`config.mk`:
```
export PLATFORM = sky130hd
export DESIGN_NAME = pwm_hbridge
export DESIGN_NICKNAME = d
export VERILOG_FILES = /design/src/rtl/pwm_hb_pkg.sv /design/src/rtl/pwm_pair.sv /design/src/rtl/pwm_regs.sv /design/src/rtl/pwm_steer.sv /design/src/rtl/pwm_hbridge.sv
export SDC_FILE = /design/constraint.sdc
export NUM_CORES = 1
export LEC_CHECK = 0
export BUFFER_PORTS_ARGS = -buffer_cell sky130_fd_sc_hd__clkbuf_2
export CAP_MARGIN = 15
export CORE_MARGIN = 2
export CORE_UTILIZATION = 62
export DETAILED_ROUTE_END_ITERATION = 6
export MAX_ROUTING_LAYER = met4
export PLACE_DENSITY = 0.8
export SLEW_MARGIN = 20
export SYNTH_ARGS = -nofsm -noshare
export SYNTH_HDL_FRONTEND = slang
export SYNTH_SLANG_ARGS = --single-unit
```
`constraint.sdc`:
```
create_clock -name clk -period 2.4 [get_ports clk]
set_input_delay 0.12 -clock clk [delete_from_list [all_inputs] [get_ports clk]]
set_output_delay 0.12 -clock clk [all_outputs]
set_load 0.005 [all_outputs]
```
`src/rtl/pwm_hb_pkg.sv`:
```
// Shared definitions for the H-bridge PWM unit: register map and control layout.
// Assumes a word-addressed register port where each address holds one 16-bit value.
package pwm_hb_pkg;

    // control register fields, MSB first: load request, direction, steering, enable
    typedef struct packed {
        logic load;
        logic dir;
        logic hb;
        logic en;
    } ctrl_t;

    localparam int A_CTRL      = 0;
    localparam int A_TRIPCFG   = 1;
    localparam int A_FLAGCLR   = 2;
    localparam int A_FLAGS     = 3;
    localparam int A_PAIR_BASE = 4;
    localparam int PAIR_STRIDE = 4;
    localparam int OFF_CMPA    = 0;
    localparam int OFF_CMPB    = 1;
    localparam int OFF_PER     = 2;

endpackage

```
`src/rtl/pwm_pair.sv`:
```
// One channel pair: a period counter shared by two outputs, with active
// compare and period registers that take buffered values at a period boundary.
// Assumes load_req stays high until software or the register block drops it.
module pwm_pair #(
    parameter int CNT_W = 16
) (
    input  logic             clk,
    input  logic             rst_n,
    input  logic             run,
    input  logic             load_req,
    input  logic [CNT_W-1:0] shd_cmp_a,
    input  logic [CNT_W-1:0] shd_cmp_b,
    input  logic [CNT_W-1:0] shd_per,
    output logic [1:0]       raw,
    output logic [1:0]       match,
    output logic             loaded
);

    logic [CNT_W-1:0]      cnt_q;
    logic [CNT_W-1:0]      per_q;
    logic [1:0][CNT_W-1:0] cmp_q;
    logic                  at_end;

    assign at_end = (cnt_q == per_q);
    // an idle counter sits at a boundary on every cycle
    assign loaded = load_req && (!run || at_end);

    // period counter: 0..per, held at 0 while stopped
    always_ff @(posedge clk) begin
        if (!rst_n)       cnt_q <= '0;
        else if (!run)    cnt_q <= '0;
        else if (at_end)  cnt_q <= '0;
        else              cnt_q <= cnt_q + 1'b1;
    end

    // active register update only at a boundary with a request pending
    always_ff @(posedge clk) begin
        if (!rst_n) begin
            per_q <= '0;
            cmp_q <= '0;
        end else if (loaded) begin
            per_q    <= shd_per;
            cmp_q[0] <= shd_cmp_a;
            cmp_q[1] <= shd_cmp_b;
        end
    end

    for (genvar k = 0; k < 2; k++) begin : g_out
        assign raw[k]   = run && (cnt_q < cmp_q[k]);
        assign match[k] = run && (cnt_q == cmp_q[k]);
    end

endmodule

```
`src/rtl/pwm_regs.sv`:
```
// Register block: control, trip arm, write-one-to-clear flags and buffer registers.
// Assumes single-cycle writes; reads are combinational from addr.
module pwm_regs
    import pwm_hb_pkg::*;
#(
    parameter int CNT_W   = 16,
    parameter int ADDR_W  = 4,
    parameter int N_PAIRS = 2,
    localparam int N_OUT  = 2 * N_PAIRS,
    localparam int N_FLAG = N_OUT + 1
) (
    input  logic                           clk,
    input  logic                           rst_n,
    input  logic                           wr_en,
    input  logic [ADDR_W-1:0]              addr,
    input  logic [CNT_W-1:0]               wdata,
    output logic [CNT_W-1:0]               rdata,
    input  logic                           trip_in,
    input  logic [N_PAIRS-1:0]             loaded,
    input  logic [N_OUT-1:0]               match,
    output ctrl_t                          ctrl,
    output logic [N_PAIRS-1:0][CNT_W-1:0]  shd_a,
    output logic [N_PAIRS-1:0][CNT_W-1:0]  shd_b,
    output logic [N_PAIRS-1:0][CNT_W-1:0]  shd_per,
    output logic [N_FLAG-1:0]              flags
);

    logic               wr_ctrl, wr_trip, wr_clr;
    logic               trip_en_q;
    logic [N_PAIRS-1:0] done_q;
    logic               all_done;
    logic               self_clear;
    logic [N_FLAG-1:0]  set_v, clr_v;

    assign wr_ctrl    = wr_en && (addr == ADDR_W'(A_CTRL));
    assign wr_trip    = wr_en && (addr == ADDR_W'(A_TRIPCFG));
    assign wr_clr     = wr_en && (addr == ADDR_W'(A_FLAGCLR));
    assign all_done   = &(done_q | loaded);
    assign self_clear = ctrl.load && !ctrl.hb;

    // control register; a software write wins over the self-clear
    always_ff @(posedge clk) begin
        if (!rst_n)                      ctrl <= '{load: 1'b0, dir: 1'b0, hb: 1'b1, en: 1'b0};
        else if (wr_ctrl)                ctrl <= ctrl_t'(wdata[3:0]);
        else if (self_clear && all_done) ctrl.load <= 1'b0;
    end

    // per-pair record of copies made since the request in standard mode
    always_ff @(posedge clk) begin
        if (!rst_n)                      done_q <= '0;
        else if (wr_ctrl || !self_clear) done_q <= '0;
        else if (all_done)               done_q <= '0;
        else                             done_q <= done_q | loaded;
    end

    // trip arm bit
    always_ff @(posedge clk) begin
        if (!rst_n)       trip_en_q <= 1'b0;
        else if (wr_trip) trip_en_q <= wdata[0];
    end

    assign set_v = {trip_en_q && trip_in, match};
    assign clr_v = wr_clr ? wdata[N_FLAG-1:0] : '0;

    // latched flags; a new event wins over a clear in the same cycle
    always_ff @(posedge clk) begin
        if (!rst_n) flags <= '0;
        else        flags <= (flags & ~clr_v) | set_v;
    end

    for (genvar p = 0; p < N_PAIRS; p++) begin : g_shd
        localparam int BASE = A_PAIR_BASE + p * PAIR_STRIDE;
        logic [CNT_W-1:0] a_q, b_q, per_q;

        // buffer registers of pair p
        always_ff @(posedge clk) begin
            if (!rst_n) begin
                a_q   <= '0;
                b_q   <= '0;
                per_q <= '0;
            end else if (wr_en) begin
                if (addr == ADDR_W'(BASE + OFF_CMPA)) a_q   <= wdata;
                if (addr == ADDR_W'(BASE + OFF_CMPB)) b_q   <= wdata;
                if (addr == ADDR_W'(BASE + OFF_PER))  per_q <= wdata;
            end
        end

        assign shd_a[p]   = a_q;
        assign shd_b[p]   = b_q;
        assign shd_per[p] = per_q;
    end

    // read multiplexer; the clear register reads as zero
    always_comb begin
        rdata = '0;
        if (addr == ADDR_W'(A_CTRL))    rdata = CNT_W'(ctrl);
        if (addr == ADDR_W'(A_TRIPCFG)) rdata = CNT_W'(trip_en_q);
        if (addr == ADDR_W'(A_FLAGS))   rdata = CNT_W'(flags);
        for (int p = 0; p < N_PAIRS; p++) begin
            if (addr == ADDR_W'(A_PAIR_BASE + p * PAIR_STRIDE + OFF_CMPA)) rdata = shd_a[p];
            if (addr == ADDR_W'(A_PAIR_BASE + p * PAIR_STRIDE + OFF_CMPB)) rdata = shd_b[p];
            if (addr == ADDR_W'(A_PAIR_BASE + p * PAIR_STRIDE + OFF_PER))  rdata = shd_per[p];
        end
    end

endmodule

```
`src/rtl/pwm_steer.sv`:
```
// Output gating: master enable, trip masking and H-bridge pair steering.
// Assumes exactly two pairs, with outputs 0/1 in pair 0 and outputs 2/3 in pair 1.
module pwm_steer (
    input  logic [3:0] raw,
    input  logic       en,
    input  logic       hb,
    input  logic       dir,
    input  logic       tripped,
    output logic [3:0] pwm_out
);

    logic [3:0] mask;

    // select the driving pair in steering mode, otherwise pass all four
    always_comb begin
        if (!hb)      mask = 4'b1111;
        else if (dir) mask = 4'b0011;
        else          mask = 4'b1100;
        pwm_out = (en && !tripped) ? (raw & mask) : 4'b0000;
    end

endmodule

```
`src/rtl/pwm_hbridge.sv`:
```
// Top of the PWM unit: register block, two channel pairs and output steering.
// Assumes the register port is driven synchronously to clk.
module pwm_hbridge
    import pwm_hb_pkg::*;
#(
    parameter int CNT_W  = 16,
    parameter int ADDR_W = 4
) (
    input  logic              clk,
    input  logic              rst_n,
    input  logic              wr_en,
    input  logic [ADDR_W-1:0] addr,
    input  logic [CNT_W-1:0]  wdata,
    output logic [CNT_W-1:0]  rdata,
    input  logic              trip_in,
    output logic [3:0]        pwm_out,
    output logic [4:0]        irq
);

    localparam int N_PAIRS = 2;

    ctrl_t                         ctrl_q;
    logic [N_PAIRS-1:0][CNT_W-1:0] shd_a, shd_b, shd_per;
    logic [N_PAIRS-1:0]            loaded;
    logic [2*N_PAIRS-1:0]          raw, match;

    pwm_regs #(.CNT_W(CNT_W), .ADDR_W(ADDR_W), .N_PAIRS(N_PAIRS)) u_regs (
        .clk(clk), .rst_n(rst_n), .wr_en(wr_en), .addr(addr), .wdata(wdata),
        .rdata(rdata), .trip_in(trip_in), .loaded(loaded), .match(match),
        .ctrl(ctrl_q), .shd_a(shd_a), .shd_b(shd_b), .shd_per(shd_per), .flags(irq)
    );

    for (genvar p = 0; p < N_PAIRS; p++) begin : g_pair
        pwm_pair #(.CNT_W(CNT_W)) u_pair (
            .clk(clk), .rst_n(rst_n), .run(ctrl_q.en), .load_req(ctrl_q.load),
            .shd_cmp_a(shd_a[p]), .shd_cmp_b(shd_b[p]), .shd_per(shd_per[p]),
            .raw(raw[2*p +: 2]), .match(match[2*p +: 2]), .loaded(loaded[p])
        );
    end

    pwm_steer u_steer (
        .raw(raw), .en(ctrl_q.en), .hb(ctrl_q.hb), .dir(ctrl_q.dir),
        .tripped(irq[4]), .pwm_out(pwm_out)
    );

endmodule

```
==> flow_metrics.env <==
export IMPL_hpwlAfterDp_microns=20600
export IMPL_multiInputGateArea_sq_mm=0.00596
export IMPL_ys_flop_type="dfxtp_1"
export IMPL_p_leak_uw=0.00462
export IMPL_synth_edf_count=0
export IMPL_seqPwrFrac_pct=46.9
export IMPL_cts_tree="built"
export IMPL_start_util_pct=62.7
export IMPL_diodes=0
export IMPL_routedWlPerCell_microns=17.4
export IMPL_area_sequential_sq_mm=0.00476
export IMPL_worst_setup_path_start_kind="flop"
export IMPL_synth_top_area_share_pct=42.2
export IMPL_crit_slowest_cell="dfxtp_4"
export IMPL_io_pins=49
export IMPL_ys_types=49
export IMPL_worstSetupPathType="reg -> out"
export IMPL_powerDensity_mw_per_mm2=657
export IMPL_maxSlewHeadroom_pct=52.4
export IMPL_finClkSkew_ps=19.3
export IMPL_syn_to_final_growth_pct=15.0
export IMPL_synth_most_common_cell="nand2_1"
export IMPL_portBuffers=48
export IMPL_clk_path_buf_depth=3
export IMPL_fin_crit_ps=2380
export IMPL_cts_htree_levels=1
export IMPL_crit_top_cell="a21o_1"
export IMPL_cts_buffers=26
export IMPL_fp_dieW_microns=138
export IMPL_finalNetCount=1555
export IMPL_grt_setup_unrepaired="true"
export IMPL_final_antenna_net_count=0
export IMPL_synth_area_top_cells="dfxtp_1, nand2_1, ha_1, a21oi_1, nand3_1"
export IMPL_drive_gt1_share_pct=12.0
export IMPL_status="completed"
export IMPL_reg2reg_to="g_pair[0].u_pair.cnt_q[13]$_SDFF_PP0_"
export IMPL_reg2reg_depth=6
export IMPL_place_ws_ps=298
export IMPL_crit_start="g_pair[0].u_pair.cnt_q[9]$_SDFF_PP0_"
export IMPL_crit_chain="ha_4, a21o_1, a21o_1, a21o_1, a211oi_2, o21ai_2, nor2_1, buf_2"
export IMPL_die_h_microns=138
export IMPL_min_path_type="in -> reg"
export IMPL_fill_cells=1363
export IMPL_synth_top_area_cell="dfxtp_1"
export IMPL_max_freq_ghz=0.420
export IMPL_clock_latency_ps=530
export IMPL_drt_iter0_drc=850
export IMPL_crit_required_ps=2280
export IMPL_viasPerCell=5.85
export IMPL_yosysWarnings=0
export IMPL_drc_errors=0
export IMPL_switchingPower_uw=1850
export IMPL_setup_slack_ps=20.9
export IMPL_syn_instance_count=1432
export IMPL_synth_xor_area_share_pct=4.70
export IMPL_totalPowerFinal_uw=8450
export IMPL_worstSetupEndpoint="pwm_out[0]"
export IMPL_final_util_pct=72.1
export IMPL_grt_pass1_wl_microns=48100
export IMPL_crit_arrival_ps=2260
export IMPL_rows=49
export IMPL_maxSlewViolCount=0
export IMPL_synth_compound_area_share_pct=16.4
export IMPL_async_reset_ff_share_pct=0
export IMPL_grt_pass1_vias=9557
export IMPL_synth_top_family_by_area="simple AND/OR/NAND/NOR gates"
export IMPL_synthMuxAreaShare_pct=0.548
export IMPL_finalSetupViolCount=0
export IMPL_wirelength_microns=29700
export IMPL_syn_cell_area_sq_mm=0.0112
export IMPL_vias=10000
export IMPL_routabilityCongestion=0.941
export IMPL_r2r_slack_ps=260
export IMPL_syn_avg_cell_area_sq_um=7.81
export IMPL_grt_total_usage_pct=31.2
export IMPL_seq_area_frac_synth_pct=42.2
export IMPL_vdd_drop_max_v=0.000662
export IMPL_hold_viol_final=0
export IMPL_swShare_pct=21.9
export IMPL_comb_power_share_pct=3.7
export IMPL_gr_total_overflow=0
export IMPL_cap_viol_max_count=0
export IMPL_drt_pre_antenna_iters=5
export IMPL_cts_num_sinks=236
export IMPL_synth_seq_cells=236
export IMPL_syn_nets=1522
export IMPL_critical_path_max_fanout=6
export IMPL_antenna_found_initial=0
export IMPL_max_stage_delay_ps=370
export IMPL_die_area_sq_mm=0.0191
export IMPL_core_area_sq_mm=0.0178
export IMPL_synthTopCellsByCount="nand2_1, dfxtp_1, a21oi_1"
export IMPL_internal_power_uw=6600
export IMPL_pwr_share_clk_pct=49.4
export IMPL_worstReg2RegStart="g_pair[0].u_pair.cnt_q[0]$_SDFF_PP0_"
export IMPL_tightest_slew_ps=714
export IMPL_path_clk_slew_ps=60
export IMPL_cts_root_buffer_cell="clkbuf_16"
export IMPL_synthAdderAreaFrac_pct=7.38
export IMPL_synth_simple_area_share_pct=23.0
export IMPL_worstSetupEndpointType="output pin"
export IMPL_period_share_pct=99.1
export IMPL_grt_max_degree=135
-- layer usage --
metal | share of wire (%) | up-vias | track usage (%) | wire length, microns
li1 | - | 4946 | - | -
met1 | 44 | 4734 | 41.7 | 13000
met2 | 48 | 296 | 50.9 | 14300
met3 | 6.2 | 51 | 3.46 | 1840
met4 | 2.0 | 0 | 7.95 | 589
met5 | 0 | - | - | 0
-- layout make-up --
| class | instances | share of cell area [%] |
|---|---|---|
| Multi-Input combinational cell | 1037 | 46.3 |
| Sequential cell | 236 | 37.0 |
| Clock buffer | 40 | 6.41 |
| Timing Repair Buffer | 96 | 5.36 |
| Tap cell | 229 | 2.23 |
| Inverter | 68 | 1.99 |
| Clock inverter | 8 | 0.730 |
-- state kept, by name, summed over array words and instances (netlist names) --
signal               cells
u_regs.g_shd.b_q        32
u_regs.g_shd.a_q        32
g_pair.u_pair.per_q     32
u_regs.flags             5
u_regs.done_q            2
u_regs.ctrl              4
g_pair.u_pair.cnt_q     32
g_pair.u_pair.cmp_q     64
u_regs.trip_en_q         1
u_regs.g_shd.per_q      32
-- how the worst min path moves through the flow --
stage	start	endpoint	cells after the start
after floorplan	wdata[10]	u_regs.g_shd[0].a_q[10]$_SDFFE_PN0P_	2
after global placement	trip_in	u_regs.flags[4]$_SDFF_PN0_	3
after detailed placement	trip_in	u_regs.flags[4]$_SDFF_PN0_	3
after CTS	addr[2]	u_regs.trip_en_q$_SDFFE_PN0P_	4
after global routing	addr[2]	u_regs.trip_en_q$_SDFFE_PN0P_	4
final	addr[3]	u_regs.trip_en_q$_SDFFE_PN0P_	4
-- cells in the final DEF (no fill, tap or decap), types with 4 or more instances in the layout --
master	n
nand2_1	322
dfxtp_1	214
a21oi_1	118
nand3_1	116
o21ai_0	80
nor2_1	72
inv_1	64
ha_1	62
clkbuf_2	44
xnor2_1	42
clkbuf_16	27
buf_4	27
nand4_1	24
o21ai_1	23
a22oi_1	21
dfxtp_2	20
xor2_1	18
dlygate4sd3_1	18
a21o_1	16
a31oi_1	13
nand2b_1	12
nor2b_1	11
a222oi_1	11
clkbuf_8	10
clkinv_2	6
and3_1	6
a21oi_2	5
o211ai_1	5
mux2i_1	5
a221o_1	4
nor3b_1	4
and2_1	4
ha_4	4
-- power groups by stage --
stage	registers, uW	clock network (uW)	logic, uW
floorplan	4040	0	185
global placement	4050	0	281
detailed placement	4050	0	283
CTS	3960	4200	308
global route	3960	4360	344
finish	3960	4170	317
-- repair_timing --
item | 4_1_cts | 5_1_grt
hold buffers | 18 | 0
setup buffers | 0 | 4
pin swaps | 4 | 19
endpoints found under the setup margin | 4 | 4
gates cloned | 0 | 0
gates resized for setup | 11 | 48
hold endpoints to repair | 100 | 0
-- kinds of logic after synthesis --
logic type / Yosys count
AND/OR/NAND/NOR: 591
AO/OA/AOI/OAI: 314
flip-flops: 236
buffers and inverters: 159
adder cells (fa/ha/maj): 66
XOR/XNOR: 60
multiplexers: 6
-- through the flow --
step	instances	setup TNS (ps)	hold slack, ps	instance area [sq um]
after detailed placement	1644	0	389	11600
after global routing	1714	-104	190	12900
after floorplan	1432	0	256	11200
after CTS	1710	-18.4	121	12700
final	1714	0	152	12900
after global placement	1644	0	377	11600
-- critical path: cells and delay by family (launching register included) --
| kind | cells | cell delay (ps) |
|---|---|---|
| fa+ha+maj | 1 | 240 |
| compound gates | 5 | 880 |
| buf+inv | 1 | 120 |
| flops | 1 | 370 |
| simple gates | 1 | 130 |
Note: power is estimated with default switching activity, not from simulation.
